==> config.mk <==
export PLATFORM = sky130hd
export DESIGN_NAME = srtc_counter
export DESIGN_NICKNAME = d
export VERILOG_FILES = /design/src/rtl/srtc_pkg.sv /design/src/rtl/srtc_link.sv /design/src/rtl/srtc_half_add.sv /design/src/rtl/srtc_incr.sv /design/src/rtl/srtc_counter.sv
export SDC_FILE = /design/constraint.sdc
export NUM_CORES = 1
export LEC_CHECK = 0
export BUFFER_PORTS_ARGS = -buffer_cell sky130_fd_sc_hd__buf_2
export CORE_AREA = 2 2 82 84
export DETAILED_ROUTE_END_ITERATION = 8
export DIE_AREA = 0 0 84 86
export PLACE_DENSITY = 0.74
export SYNTH_ARGS = -nofsm -noshare
export SYNTH_HDL_FRONTEND = slang
export SYNTH_HIERARCHICAL = 1
export SYNTH_SLANG_ARGS = --single-unit
==> constraint.sdc <==
create_clock -name clk -period 2.9 [get_ports clk]
set_input_delay 0.435 -clock clk [delete_from_list [all_inputs] [get_ports clk]]
set_output_delay 0.435 -clock clk [all_outputs]
set_load 0.01 [all_outputs]
==> src/rtl/srtc_pkg.sv <==
package srtc_pkg;

    // Completion state of a dual-rail stage.
    typedef enum logic {
        DR_NULL = 1'b0,
        DR_DATA = 1'b1
    } dr_phase_e;

endpackage

==> src/rtl/srtc_link.sv <==
module srtc_link
    import srtc_pkg::*;
#(
    parameter int unsigned W         = 8,
    parameter bit          INIT_DATA = 1'b0,
    parameter logic [W-1:0] INIT_VAL = '0
) (
    input  logic         clk,
    input  logic         rst_n,
    input  logic [W-1:0] in_t,
    input  logic [W-1:0] in_f,
    input  logic         en,
    output logic [W-1:0] out_t,
    output logic [W-1:0] out_f,
    output logic         comp
);

    localparam logic [W-1:0] RST_T = INIT_DATA ? INIT_VAL  : '0;
    localparam logic [W-1:0] RST_F = INIT_DATA ? ~INIT_VAL : '0;
    localparam dr_phase_e    RST_C = INIT_DATA ? DR_DATA   : DR_NULL;

    typedef struct packed {
        logic [W-1:0] t;
        logic [W-1:0] f;
        dr_phase_e    ph;
    } link_state_t;

    link_state_t st_d, st_q;
    logic [W-1:0] any_rail_d;

    // Hysteresis cells: set on (in & en), clear on (!in & !en), else hold.
    always_comb begin
        st_d = st_q;
        for (int i = 0; i < W; i++) begin
            st_d.t[i] = (in_t[i] & en) | (st_q.t[i] & (in_t[i] | en));
            st_d.f[i] = (in_f[i] & en) | (st_q.f[i] & (in_f[i] | en));
        end
        any_rail_d = st_d.t | st_d.f;
        if (&any_rail_d) begin
            st_d.ph = DR_DATA;
        end else if (~|any_rail_d) begin
            st_d.ph = DR_NULL;
        end else begin
            st_d.ph = st_q.ph;
        end
    end

    always_ff @(posedge clk or negedge rst_n) begin
        if (!rst_n) begin
            st_q.t  <= RST_T;
            st_q.f  <= RST_F;
            st_q.ph <= RST_C;
        end else begin
            st_q <= st_d;
        end
    end

    assign out_t = st_q.t;
    assign out_f = st_q.f;
    assign comp  = (st_q.ph == DR_DATA);

    // no bit ever carries both rails at once
    a_r2_rails_exclusive: assert property (@(posedge clk) disable iff (!rst_n)
        ~|(st_q.t & st_q.f));

    // a data-phase flag means every bit holds a rail
    a_r2_comp_means_full: assert property (@(posedge clk) disable iff (!rst_n)
        comp |-> &(st_q.t | st_q.f));

    // a complete token never turns into another token without a null between
    a_r5_data_via_null: assert property (@(posedge clk) disable iff (!rst_n)
        (&(st_q.t | st_q.f)) |=> (~|(st_q.t | st_q.f)) || ($stable(st_q.t) && $stable(st_q.f)));

endmodule

==> src/rtl/srtc_half_add.sv <==
module srtc_half_add (
    input  logic a_t,
    input  logic a_f,
    input  logic c_t,
    input  logic c_f,
    output logic s_t,
    output logic s_f,
    output logic co_t,
    output logic co_f
);

    // Each output rail needs one rail from each input, so the outputs stay null
    // until both inputs are complete.
    always_comb begin
        s_f  = (a_f & c_f) | (a_t & c_t);
        s_t  = (a_f & c_t) | (a_t & c_f);
        co_t = a_t & c_t;
        co_f = (a_f & c_f) | (a_f & c_t) | (a_t & c_f);
    end

endmodule

==> src/rtl/srtc_incr.sv <==
module srtc_incr #(
    parameter int unsigned W = 8
) (
    input  logic [W-1:0] a_t,
    input  logic [W-1:0] a_f,
    output logic [W-1:0] s_t,
    output logic [W-1:0] s_f
);

    // Carry into bit i, as two rails; index 0 is unused.
    logic [W:0] cy_t;
    logic [W:0] cy_f;
    logic [W-1:0] drop_t;
    logic [W-1:0] drop_f;

    // Bit 0 adds the constant one: a false bit becomes true with no carry,
    // and a true bit becomes false with a carry.
    always_comb begin
        s_t[0]  = a_f[0];
        s_f[0]  = a_t[0];
        cy_t[0] = 1'b0;
        cy_f[0] = 1'b0;
        cy_t[1] = a_t[0];
        cy_f[1] = a_f[0];
    end

    assign drop_t[0] = 1'b0;
    assign drop_f[0] = 1'b0;

    generate
        for (genvar g = 1; g < W; g++) begin : g_cell
            logic co_t_w;
            logic co_f_w;
            srtc_half_add u_ha (
                .a_t  (a_t[g]),
                .a_f  (a_f[g]),
                .c_t  (cy_t[g]),
                .c_f  (cy_f[g]),
                .s_t  (s_t[g]),
                .s_f  (s_f[g]),
                .co_t (co_t_w),
                .co_f (co_f_w)
            );
            assign cy_t[g+1]  = co_t_w;
            assign cy_f[g+1]  = co_f_w;
            assign drop_t[g]  = co_t_w;
            assign drop_f[g]  = co_f_w;
        end
    endgenerate

endmodule

==> src/rtl/srtc_counter.sv <==
module srtc_counter
    import srtc_pkg::*;
#(
    parameter int unsigned W          = 8,
    parameter int unsigned INIT_COUNT = 0
) (
    input  logic         clk,
    input  logic         rst_n,
    output logic [W-1:0] cnt_t,
    output logic [W-1:0] cnt_f,
    input  logic         cnt_ack
);

    localparam logic [W-1:0] PRELOAD = W'(INIT_COUNT);

    // Ring: incrementer -> out stage -> hold stage (pre-loaded) -> feed stage -> incrementer
    logic [W-1:0] out_t, out_f;
    logic [W-1:0] hold_t, hold_f;
    logic [W-1:0] feed_t, feed_f;
    logic [W-1:0] inc_t, inc_f;
    logic         out_comp, hold_comp, feed_comp;
    logic         out_en, hold_en, feed_en;

    // Join of the two receivers of the out stage (hysteresis cell).
    typedef struct packed {
        dr_phase_e join_ph;
    } join_state_t;

    join_state_t js_d, js_q;

    always_comb begin
        js_d = js_q;
        if (hold_comp && cnt_ack) begin
            js_d.join_ph = DR_DATA;
        end else if (!hold_comp && !cnt_ack) begin
            js_d.join_ph = DR_NULL;
        end
    end

    // The hold stage starts with data, so the join starts in the data phase.
    always_ff @(posedge clk or negedge rst_n) begin
        if (!rst_n) begin
            js_q.join_ph <= DR_DATA;
        end else begin
            js_q <= js_d;
        end
    end

    assign out_en  = (js_q.join_ph == DR_NULL);
    assign hold_en = !feed_comp;
    assign feed_en = !out_comp;

    srtc_link #(.W(W), .INIT_DATA(1'b0), .INIT_VAL('0)) u_out (
        .clk   (clk),
        .rst_n (rst_n),
        .in_t  (inc_t),
        .in_f  (inc_f),
        .en    (out_en),
        .out_t (out_t),
        .out_f (out_f),
        .comp  (out_comp)
    );

    srtc_link #(.W(W), .INIT_DATA(1'b1), .INIT_VAL(PRELOAD)) u_hold (
        .clk   (clk),
        .rst_n (rst_n),
        .in_t  (out_t),
        .in_f  (out_f),
        .en    (hold_en),
        .out_t (hold_t),
        .out_f (hold_f),
        .comp  (hold_comp)
    );

    srtc_link #(.W(W), .INIT_DATA(1'b0), .INIT_VAL('0)) u_feed (
        .clk   (clk),
        .rst_n (rst_n),
        .in_t  (hold_t),
        .in_f  (hold_f),
        .en    (feed_en),
        .out_t (feed_t),
        .out_f (feed_f),
        .comp  (feed_comp)
    );

    srtc_incr #(.W(W)) u_inc (
        .a_t (feed_t),
        .a_f (feed_f),
        .s_t (inc_t),
        .s_f (inc_f)
    );

    assign cnt_t = out_t;
    assign cnt_f = out_f;

    // a complete token is held while the consumer has not acknowledged
    a_r6_hold_until_ack: assert property (@(posedge clk) disable iff (!rst_n)
        ((&(cnt_t | cnt_f)) && !cnt_ack) |=> ($stable(cnt_t) && $stable(cnt_f)));

    // the output stays null while the acknowledge is high
    a_r7_null_while_ack: assert property (@(posedge clk) disable iff (!rst_n)
        ((~|(cnt_t | cnt_f)) && cnt_ack) |=> (~|(cnt_t | cnt_f)));

    // incrementer output is complete exactly when its input stage is
    a_r8_inc_complete: assert property (@(posedge clk) disable iff (!rst_n)
        (&(feed_t | feed_f)) == (&(inc_t | inc_f)));

    // incrementer output value is the input value plus one
    a_r8_inc_value: assert property (@(posedge clk) disable iff (!rst_n)
        (&(feed_t | feed_f)) |-> (inc_t == W'(feed_t + 1'b1)));

    // the out stage captures only the incremented feed value
    a_r4_capture_is_next: assert property (@(posedge clk) disable iff (!rst_n)
        ((~|(out_t | out_f)) ##1 (&(out_t | out_f))) |-> (out_t == W'($past(feed_t) + 1'b1)));

endmodule

# [After elaboration in Yosys (flattened, before gate mapping)]
# Index checks and enable logic that the tools add are counted.
[op_classes] n_eq_ne=3 muxes=8 bitwise=250 n_reduce_logical=13
[op_table] operator="1-bit bitwise AND" n=124
[op_table] operator="1-bit bitwise OR" n=122
[op_table] operator="8-bit bitwise OR" n=3
[op_table] operator="8-bit AND reduction" n=3
[op_table] operator="8-bit OR reduction" n=3
[op_table] operator="1-bit two-way mux" n=8
[op_table] operator="2-bit by 1-bit != test with 1-bit output, second input constant" n=3
[op_table] operator="1-bit logical NOT" n=4
[op_table] operator="1-bit logical AND" n=2
[op_table] operator="2-bit nonzero test" n=1
[op_table] operator="1-bit NOT" n=1
[totals] regBits=52 out_inout_bits=16 word_cells=284

# [Depth between registers and ports, before layout]
# Gate-level depths: netlist of run 1.
[logic_depth] ltp_word=27 ltp_mapped=19 depth_no_buf=19

# [By module]
# The synthesis of run 1 kept the hierarchy.
[by_module_without_submodules] module="srtc_link at u_feed ..." n_inst=2 cells_per_inst=89 area_per_inst_um2=820.8 seq_area_each_um2=425.4
[by_module_without_submodules] module="srtc_link at u_hold" n_inst=1 cells_per_inst=89 area_per_inst_um2=832.0 seq_area_each_um2=436.7
[by_module_without_submodules] module="srtc_half_add" n_inst=7 cells_per_inst=7 area_per_inst_um2=36.3 seq_area_each_um2=0.0
[by_module_without_submodules] module="srtc_counter" n_inst=1 cells_per_inst=6 area_per_inst_um2=65.1 seq_area_each_um2=26.3
[by_module_without_submodules] module="srtc_incr" n_inst=1 cells_per_inst=2 area_per_inst_um2=15.0 seq_area_each_um2=0.0

# [Least setup slack after synthesis of run 1]
# Ideal clock, no wire load.
[synth_path] path_kind="reg2reg" startpoint="register u_feed.st_q, in the netlist u_feed/out_f[0]" endpoint="register u_out.st_q, in the netlist u_out/comp" setup_time_ns=0.119 t_arrival_ns=2.691 required_ns=2.781 setup_slack_ns=0.091 path_stages_with_launch=20 synth_period_minus_slack_ns=2.809 path_cell_list="dfrtp_1 o21ai_0 nand2_1 o21ai_0 nand2_1 o21ai_0 nand2_1 o21ai_0 nand2_1 o21ai_0 nand2_1 o21ai_0 nand2_1 nand2_1 nand2_1 nor4_1 a21oi_1 nor3_1 nand3_1 o21a_1"
[synth_via] elab_chain_len=26 word_cells_on_any_way=105 cone_classes="eq/ne: 1; mux: 1; bitwise: 101; reduce/logical: 2"
[synth_rtl] element="start: declaration" line="srtc_link.sv:28" text="link_state_t st_d, st_q;"
[synth_rtl] element="start signal: assignment" line="srtc_link.sv:54" text="st_q <= st_d;"
[synth_rtl] element="1-bit bitwise AND" line="srtc_half_add.sv:18" text="co_f = (a_f & c_f) | (a_f & c_t) | (a_t & c_f);"
[synth_rtl] element="1-bit bitwise OR" line="srtc_half_add.sv:18"
[synth_rtl] element="1-bit bitwise OR (*)" line="srtc_half_add.sv:18"
[synth_rtl] element="net u_inc.g_cell[1].co_f_w" line="srtc_incr.sv:33" text="logic co_f_w;"
[synth_rtl] element="1-bit bitwise AND" line="srtc_half_add.sv:18"
[synth_rtl] element="1-bit bitwise OR" line="srtc_half_add.sv:18"
[synth_rtl] element="1-bit bitwise OR (*)" line="srtc_half_add.sv:18"
[synth_rtl] element="net u_inc.g_cell[2].co_f_w" line="srtc_incr.sv:33"
[synth_rtl] element="[... 3 more ...]"
[synth_rtl] element="net u_inc.g_cell[3].co_f_w" line="srtc_incr.sv:33"
[synth_rtl] element="[... 3 more ...]"
[synth_rtl] element="net u_inc.g_cell[4].co_f_w" line="srtc_incr.sv:33"
[synth_rtl] element="[... 3 more ...]"
[synth_rtl] element="net u_inc.g_cell[5].co_f_w" line="srtc_incr.sv:33"
[synth_rtl] element="[... 3 more ...]"
[synth_rtl] element="net u_inc.g_cell[6].co_f_w" line="srtc_incr.sv:33"
[synth_rtl] element="[... 1 more ...]"
[synth_rtl] element="1-bit bitwise OR (*)" line="srtc_half_add.sv:16" text="s_t = (a_f & c_t) | (a_t & c_f);"
[synth_rtl] element="net inc_t[7]" line="srtc_counter.sv:20" text="logic [W-1:0] inc_t, inc_f;"
[synth_rtl] element="1-bit bitwise OR" line="srtc_link.sv:35" text="st_d.t[i] = (in_t[i] & en) | (st_q.t[i] & (in_t[i] | en));"
[synth_rtl] element="1-bit bitwise AND" line="srtc_link.sv:35"
[synth_rtl] element="1-bit bitwise OR (*)" line="srtc_link.sv:35"
[synth_rtl] element="8-bit bitwise OR (*)" line="srtc_link.sv:38" text="any_rail_d = st_d.t | st_d.f;"
[synth_rtl] element="8-bit OR reduction / 8-bit AND reduction (equally long branches)" line="srtc_link.sv:41, srtc_link.sv:39"
[synth_rtl] element="2-bit by 1-bit != test with 1-bit output (no source line) / 1-bit two-way mux (equally long branches)"
[synth_rtl] element="end signal: assignment" line="srtc_link.sv:54"
[synth_rtl] element="end: declaration" line="srtc_link.sv:28"
# The timed path passes the listed nets; every way through them passes the cells marked *.
# A chain may end at the register's enable or synchronous reset.

# [Worst setup path in the final report of run 1]
[layout_path] startpoint="register u_feed.st_q, in the netlist u_feed/out_t[0]" endpoint="register u_out.st_q, in the netlist u_out/comp"
[layout_via] elab_chain_len=26 word_cells_on_any_way=117 cone_classes="eq/ne: 1; mux: 1; bitwise: 113; reduce/logical: 2"
[layout_rtl] element="1-bit bitwise AND (*)" line="srtc_half_add.sv:18"
[layout_rtl] element="1-bit bitwise OR (*) (2 in series)" line="srtc_half_add.sv:18"
[layout_rtl] element="net u_inc.g_cell[1].co_f_w" line="srtc_incr.sv:33"
[layout_rtl] element="1-bit bitwise AND" line="srtc_half_add.sv:18"
[layout_rtl] element="1-bit bitwise OR" line="srtc_half_add.sv:18"
[layout_rtl] element="1-bit bitwise OR (*)" line="srtc_half_add.sv:18"
[layout_rtl] element="net u_inc.g_cell[2].co_f_w" line="srtc_incr.sv:33"
[layout_rtl] element="1-bit bitwise AND" line="srtc_half_add.sv:18"
[layout_rtl] element="[... 2 more ...]"
[layout_rtl] element="net u_inc.g_cell[3].co_f_w" line="srtc_incr.sv:33"
[layout_rtl] element="[... 3 more ...]"
[layout_rtl] element="net u_inc.g_cell[4].co_f_w" line="srtc_incr.sv:33"
[layout_rtl] element="[... 3 more ...]"
[layout_rtl] element="net u_inc.g_cell[5].co_f_w" line="srtc_incr.sv:33"
[layout_rtl] element="[... 3 more ...]"
[layout_rtl] element="net u_inc.g_cell[6].co_f_w" line="srtc_incr.sv:33"
[layout_rtl] element="[... 1 more ...]"
[layout_rtl] element="1-bit bitwise OR (*)" line="srtc_half_add.sv:15" text="s_f = (a_f & c_f) | (a_t & c_t);"
[layout_rtl] element="net inc_f[7]" line="srtc_counter.sv:20"
[layout_rtl] element="1-bit bitwise OR" line="srtc_link.sv:36" text="st_d.f[i] = (in_f[i] & en) | (st_q.f[i] & (in_f[i] | en));"
[layout_rtl] element="1-bit bitwise AND" line="srtc_link.sv:36"
[layout_rtl] element="1-bit bitwise OR (*)" line="srtc_link.sv:36"
[layout_rtl] element="8-bit bitwise OR (*)" line="srtc_link.sv:38"
[layout_rtl] element="8-bit OR reduction / 8-bit AND reduction (equally long branches)" line="srtc_link.sv:41, srtc_link.sv:39"
[layout_rtl] element="2-bit by 1-bit != test with 1-bit output (no source line) / 1-bit two-way mux (equally long branches)"
# Marked as above.

==> run metrics, run 1 <==
status=complete, no violations; Avg Cell Area, Syn=8.69 um^2; vias in the first global route=2280; Avg Vias per Cell=5.67; DP HPWL=4450 um; Die X=84 um; number of synthesis warnings=6; Comb pwr share=0.015; via count=2437; CP required=3.10 ns; diode count=0; Seq pwr share=0.621; Inserted Clock Buffers=5; Post-Layout Cell Count=430; Peak VDD IR=260 uV; 1st-pass router iterations=4; pin count of the biggest net entering global routing=31; Slew Viols, Final=0; layout cell share with drive strength beyond 1=0.261; Leak=0.00164 uW; slew margin rel.=0.534; fmax=370 MHz; Cell Rows=29; cell area after layout=3150 um^2; CTS tree=yes; P_sw=248 uW; gr ovfl total=0; Total GRT Usage=0.187; root buf cell=clkbuf_8; min Tclk post-route=2.70 ns; DR DRC count=0; die height=86 um; crit share post-route=0.932; Setup crit end kind=flip-flop; placed cells=418; Final Hold Viols=0; Final Power=1170 uW; Core Box Area=6280 um^2; Reg area=1310 um^2; Synth Instances=322; first-pass GRT wire length=10800 um; RR Endpoint=u_out/comp$_DFFE_PN0P_; Max Cap Viol=0; Post-Route WL=6480 um; clock tree buffer depth=2; reg2reg path depth=19; Multi-input gate area=1450 um^2; P_int=919 uW; crit path DAT=2.91 ns; Final setup violation count=0; Pwr Density=371 nW/um^2; GPL Wtd Cong=0.832; die footprint=7220 um^2; post-synthesis cell area=2800 um^2; final net count=356; hold slack=0.168 ns; FF-to-FF setup slack=0.20 ns; Detail Route Antenna Nets=0; H-tree Lvls=2; DR iter-0 viols=215; worst r2r src=u_feed/out_t[0]$_DFF_PN0_; Post-DP Area=2970 um^2; worst skew pair latency=0.30 ns; Clock Power Share=0.363; syn_nets=326; Sw Share=0.212; Initial Util=0.446; Fillers=587; clk sinks=52; Clock Skew=0.00702 ns; Setup TNS=0 ns; Hold WC Path Type=in2async; critical path class=reg2reg; clock slew at reported path FFs=0.09 ns; initial antenna violation count=0; pin slew with the least headroom to its limit=0.698 ns; # IOs=19; drt wl/cell=15.1 um; Area Overhead vs Synth=12.6%; startpoint types=flip-flop; hold_buf cts=0; CP Max Fanout=3; I/O Buffers=18
-- worst max-delay path: stages, from the launching register on --
cell and delay [ns]:
dfrtp_1 0.41, o21ai_2 0.15, nand2_2 0.08, o21ai_2 0.12
nand2_2 0.08, o21ai_2 0.13, nand2_2 0.09, o21ai_2 0.14
nand2_2 0.10, o21ai_2 0.13, nand2_2 0.08, o21ai_1 0.13
nand2_1 0.08, a21o_1 0.20, buf_4 0.15, nand2_1 0.10
a21oi_2 0.08, nor3_2 0.15, nand3_1 0.08, o21a_1 0.11
-- final cells by class --
class                   instances  area share
multi-input cells             259       0.460
flip-flops and latches         52       0.417
repair buffers                 31      0.0596
well taps                      77      0.0306
clock buffers                   6      0.0262
inverters                       3     0.00357
clock inverters                 2     0.00318
-- metrics by stage --
stage | setup WS (ns) | util
after floorplan | 0.118 | -
after global placement | -0.0195 | 0.473
after detailed placement | -0.139 | 0.473
after CTS | 0.0203 | 0.489
after global routing | -0.0670 | 0.502
final | 0.197 | 0.502
-- placed cells by master (no fill, tap or decap) --
| cell | count |
|---|---|
| a211o_1 | 3 |
| a21o_1 | 7 |
| a21oi_1 | 32 |
| a21oi_2 | 13 |
| and2_4 | 7 |
| buf_2 | 18 |
| buf_4 | 13 |
| clkbuf_8 | 6 |
| clkinv_2 | 2 |
| dfrtp_1 | 42 |
| dfstp_2 | 10 |
| ha_1 | 1 |
| inv_1 | 3 |
| maj3_1 | 6 |
| mux2_4 | 1 |
| nand2_1 | 63 |
| nand2_2 | 6 |
| nand3_1 | 6 |
| nand4_1 | 3 |
| nor2_1 | 45 |
| nor3_1 | 8 |
| nor3_2 | 1 |
| nor4_1 | 17 |
| nor4_2 | 6 |
| nor4_4 | 1 |
| o21a_1 | 3 |
| o21ai_0 | 21 |
| o21ai_1 | 1 |
| o21ai_2 | 8 |
-- routing by layer --
layer,global-route usage,routed length [um],share of wire
met5,0,0,0
met4,0.0528,104,0.016
met3,0.0356,216,0.033
met2,0.316,3220,0.50
met1,0.249,2940,0.45
-- timing repair --
action                     4_1_cts  5_1_grt
setup buffers                    1        3
pin swaps                        1       16
setup endpoints to repair        1        1
resized for setup                5       16
-- registers in the layout, summed over array words and instances (netlist names), 8 cells and up --
register,cells
u_feed/out_f,8
u_feed/out_t,8
u_hold/out_f,8
u_hold/out_t,8
u_out/out_f,8
u_out/out_t,8
-- worst max-delay path by stage --
stage,startpoint,to,cells after the start
floorplan,u_feed/out_f[0]$_DFF_PN0_,u_out/comp$_DFFE_PN0P_,18
global placement,u_feed/out_f[0]$_DFF_PN0_,u_out/comp$_DFFE_PN0P_,19
detailed placement,u_feed/out_f[0]$_DFF_PN0_,u_out/comp$_DFFE_PN0P_,19
CTS,u_feed/out_f[0]$_DFF_PN0_,u_out/comp$_DFFE_PN0P_,18
global route,u_feed/out_t[0]$_DFF_PN0_,u_out/comp$_DFFE_PN0P_,19
finish,u_feed/out_t[0]$_DFF_PN0_,u_out/comp$_DFFE_PN0P_,19
-- power groups by stage --
stage / logic, uW / clock network, uW / registers, uW
floorplan: 0.782 / 0 / 739
global placement: 19.1 / 0 / 739
detailed placement: 19.6 / 0 / 739
CTS: 19.6 / 445 / 725
global route: 22.0 / 469 / 725
finish: 18.1 / 424 / 725
(Power assumes the default switching activity.)
==> run 2: changes to the inputs <==
CELL_PAD_IN_SITES_DETAIL_PLACEMENT = 1   (was default)
CELL_PAD_IN_SITES_GLOBAL_PLACEMENT = 1   (was default)
CORE_AREA = 2 2 86 88   (was 2 2 82 84)
DIE_AREA = 0 0 88 90   (was 0 0 84 86)
PLACE_DENSITY = 0.84   (was 0.74)
==> run 2 against run 1 <==
Critical path depth down 1. Count of clock-buffer cells in the layout did not move. First-iteration DRC count fell by 55%. Via count is the same. Global-route usage is 0.85 points higher. Register-to-register slack worse by 0.16 ns. Clock power rose by 4%. Non-clock buffer count unchanged. Critical endpoint unchanged. Die area up 9.6%.
==> run metrics, run 2 (synthesis results as in run 1) <==
status=complete, no violations; Final Hold Viols=0 (unchanged); layout cell share with drive strength beyond 1=0.249 (-0.0113); DP HPWL=5260 um (+18%); Hold WC Path Type=in2async; Avg Vias per Cell=5.39 (-4.9%); hold slack=0.241 ns (+0.0733 ns); Total GRT Usage=0.196 (+0.00851); Area Overhead vs Synth=13.0%; clock tree buffer depth=2 (unchanged); fmax=349 MHz (-5.5%); GPL Wtd Cong=0.771 (-7.3%); pin slew with the least headroom to its limit=0.672 ns (-0.0252 ns); Cell Rows=31 (+6.9%); Slew Viols, Final=0 (unchanged); Seq pwr share=0.613 (-0.008); min Tclk post-route=2.86 ns (+0.159 ns); initial antenna violation count=0 (unchanged); Sw Share=0.223 (+0.0106); Setup crit end kind=flip-flop; root buf cell=clkbuf_8; pin count of the biggest net entering global routing=53 (+71%); Final setup violation count=0 (unchanged); CTS tree=yes; 1st-pass router iterations=4 (unchanged); Clock Power Share=0.372 (+0.009); die footprint=7920 um^2 (+9.6%); DR DRC count=0 (unchanged); clk sinks=52 (unchanged); Core Util, Final=0.451 (-0.0513); gr ovfl total=0 (unchanged); H-tree Lvls=2 (unchanged); Die X=88 um (+4.8%); crit path DAT=3.08 ns (+0.17 ns); Fillers=857 (+46%); Pwr Density=374 nW/um^2 (+0.91%); P_int=919 uW (about the same); startpoint types=flip-flop; Core Box Area=7020 um^2 (+12%); Leak=0.00163 uW (-0.50%); vias in the first global route=2535 (+11%); Detail Route Antenna Nets=0 (unchanged); via count=2437 (unchanged); Post-Route WL=7310 um (+13%); critical path class=reg2reg; DR iter-0 viols=96 (-55%); Clock Skew=0.0109 ns (+0.00390 ns); diode count=0 (unchanged); die height=90 um (+4.7%); FF-to-FF setup slack=0.04 ns (-0.16 ns); Comb pwr share=0.014 (about the same); Initial Util=0.399 (-0.0472); Peak VDD IR=239 uV (-8.3%); # IOs=19 (unchanged); commonest cells after routing, fill and taps aside=nand2_1, nor2_1, dfrtp_1; most common cell after layout, fill and taps aside=nand2_1; Setup TNS=0 ns (unchanged); first-pass GRT wire length=12200 um (+13%); Reg area=1310 um^2 (unchanged); Inserted Clock Buffers=5 (unchanged); worst skew pair latency=0.31 ns (about the same); drt wl/cell=16.2 um (+7.2%); P_sw=264 uW (+6.3%); CP required=3.11 ns (about the same); slew margin rel.=0.552 (+0.0173); Max Cap Viol=0 (unchanged); clock slew at reported path FFs=0.10 ns (about the same); CP Max Fanout=4 (+1); final net count=356 (unchanged); hold_buf cts=0 (unchanged); unrepaired setup endpoints after global routing=yes; crit share post-route=0.987 (+0.0547); I/O Buffers=18 (unchanged); Multi-input gate area=1430 um^2 (-1.0%)
[run 2: cell count changes in the layout (fill, tap and decap cells not counted)]
cell / delta
a21o_1: -1
a21o_4: +1
nand2_1: +3
nand2_2: -3
nor3_1: -1
nor3_2: +1
nor4_2: +1
nor4_4: -1
o21ai_1: +3
o21ai_2: -3
[run 2: worst paths after layout]
kind,startpoint,to,cells past startpoint
worst max-delay path,u_feed/out_f[0]$_DFF_PN0_,u_out/comp$_DFFE_PN0P_,18
worst min-delay path,rst_n,u_hold/out_t[7]$_DFF_PN0_,2
worst max register to register,u_feed/out_f[0]$_DFF_PN0_,u_out/comp$_DFFE_PN0P_,18
worst min register to register,u_feed/comp$_DFFE_PN0P_,u_feed/comp$_DFFE_PN0P_,1
max in group asynchronous,rst_n,u_hold/out_t[1]$_DFF_PN0_,2
min in group clk,cnt_ack,js_q$_DFFE_PN1P_,3
[run 2: worst max-delay path, cell delays in order (launching register included)]
cell and delay, ns:
dfrtp_1 0.42, o21ai_1 0.16, nand2_1 0.10, o21ai_1 0.12, nand2_1 0.10, o21ai_1 0.13
nand2_1 0.13, o21ai_2 0.17, nand2_2 0.08, o21ai_2 0.14, nand2_2 0.10, buf_4 0.13
buf_4 0.12, a21o_4 0.22, a21oi_2 0.11, nor2_1 0.08, o21ai_2 0.19, nor3_2 0.08
o21a_1 0.17
[run 2: stage by stage]
stage | cells | area [um^2] | setup slack [ns] | total power [uW]
5_1_grt | 452 | 3160 | -0.118 | 1240
3_3_place_gp | 442 | 3010 | -0.0412 | 757
2_1_floorplan | 322 | 2800 | 0.118 | 740
6_report | 452 | 3160 | 0.0381 | 1180
3_5_place_dp | 442 | 3010 | -0.241 | 757
4_1_cts | 451 | 3110 | 0.0116 | 1200
[run 2: layout make-up]
type	count	area share
well taps	99	0.0392
multi-input cells	259	0.453
clock buffers	6	0.0261
flip-flops and latches	52	0.415
inverters	3	0.00356
clock inverters	2	0.00316
repair buffers	31	0.0593
[run 2: timing repair]
action	in CTS	in global routing
endpoints found under the setup margin	1	1
pin swaps	8	15
resized for setup	6	10
hold endpoints to repair	0	0
buffers inserted	1	1
cloned	0	0
[run 2: metal layers]
| metal | wire (um) | global-route usage | part of all wire | vias to the layer above |
|---|---|---|---|---|
| li1 | - | - | - | 1197 |
| met1 | 3290 | 0.254 | 0.45 | 1200 |
| met2 | 3670 | 0.318 | 0.50 | 32 |
| met3 | 214 | 0.0441 | 0.029 | 8 |
| met4 | 136 | 0.0692 | 0.019 | 0 |
| met5 | 0 | 0 | 0 | - |
[run 2: power by group through the flow]
stage	clock network, uW	logic, uW	registers [uW]
floorplan	0	0.782	739
global placement	0	17.9	739
detailed placement	0	18.4	739
CTS	455	18.2	725
global route	489	20.3	726
finish	440	16.9	725
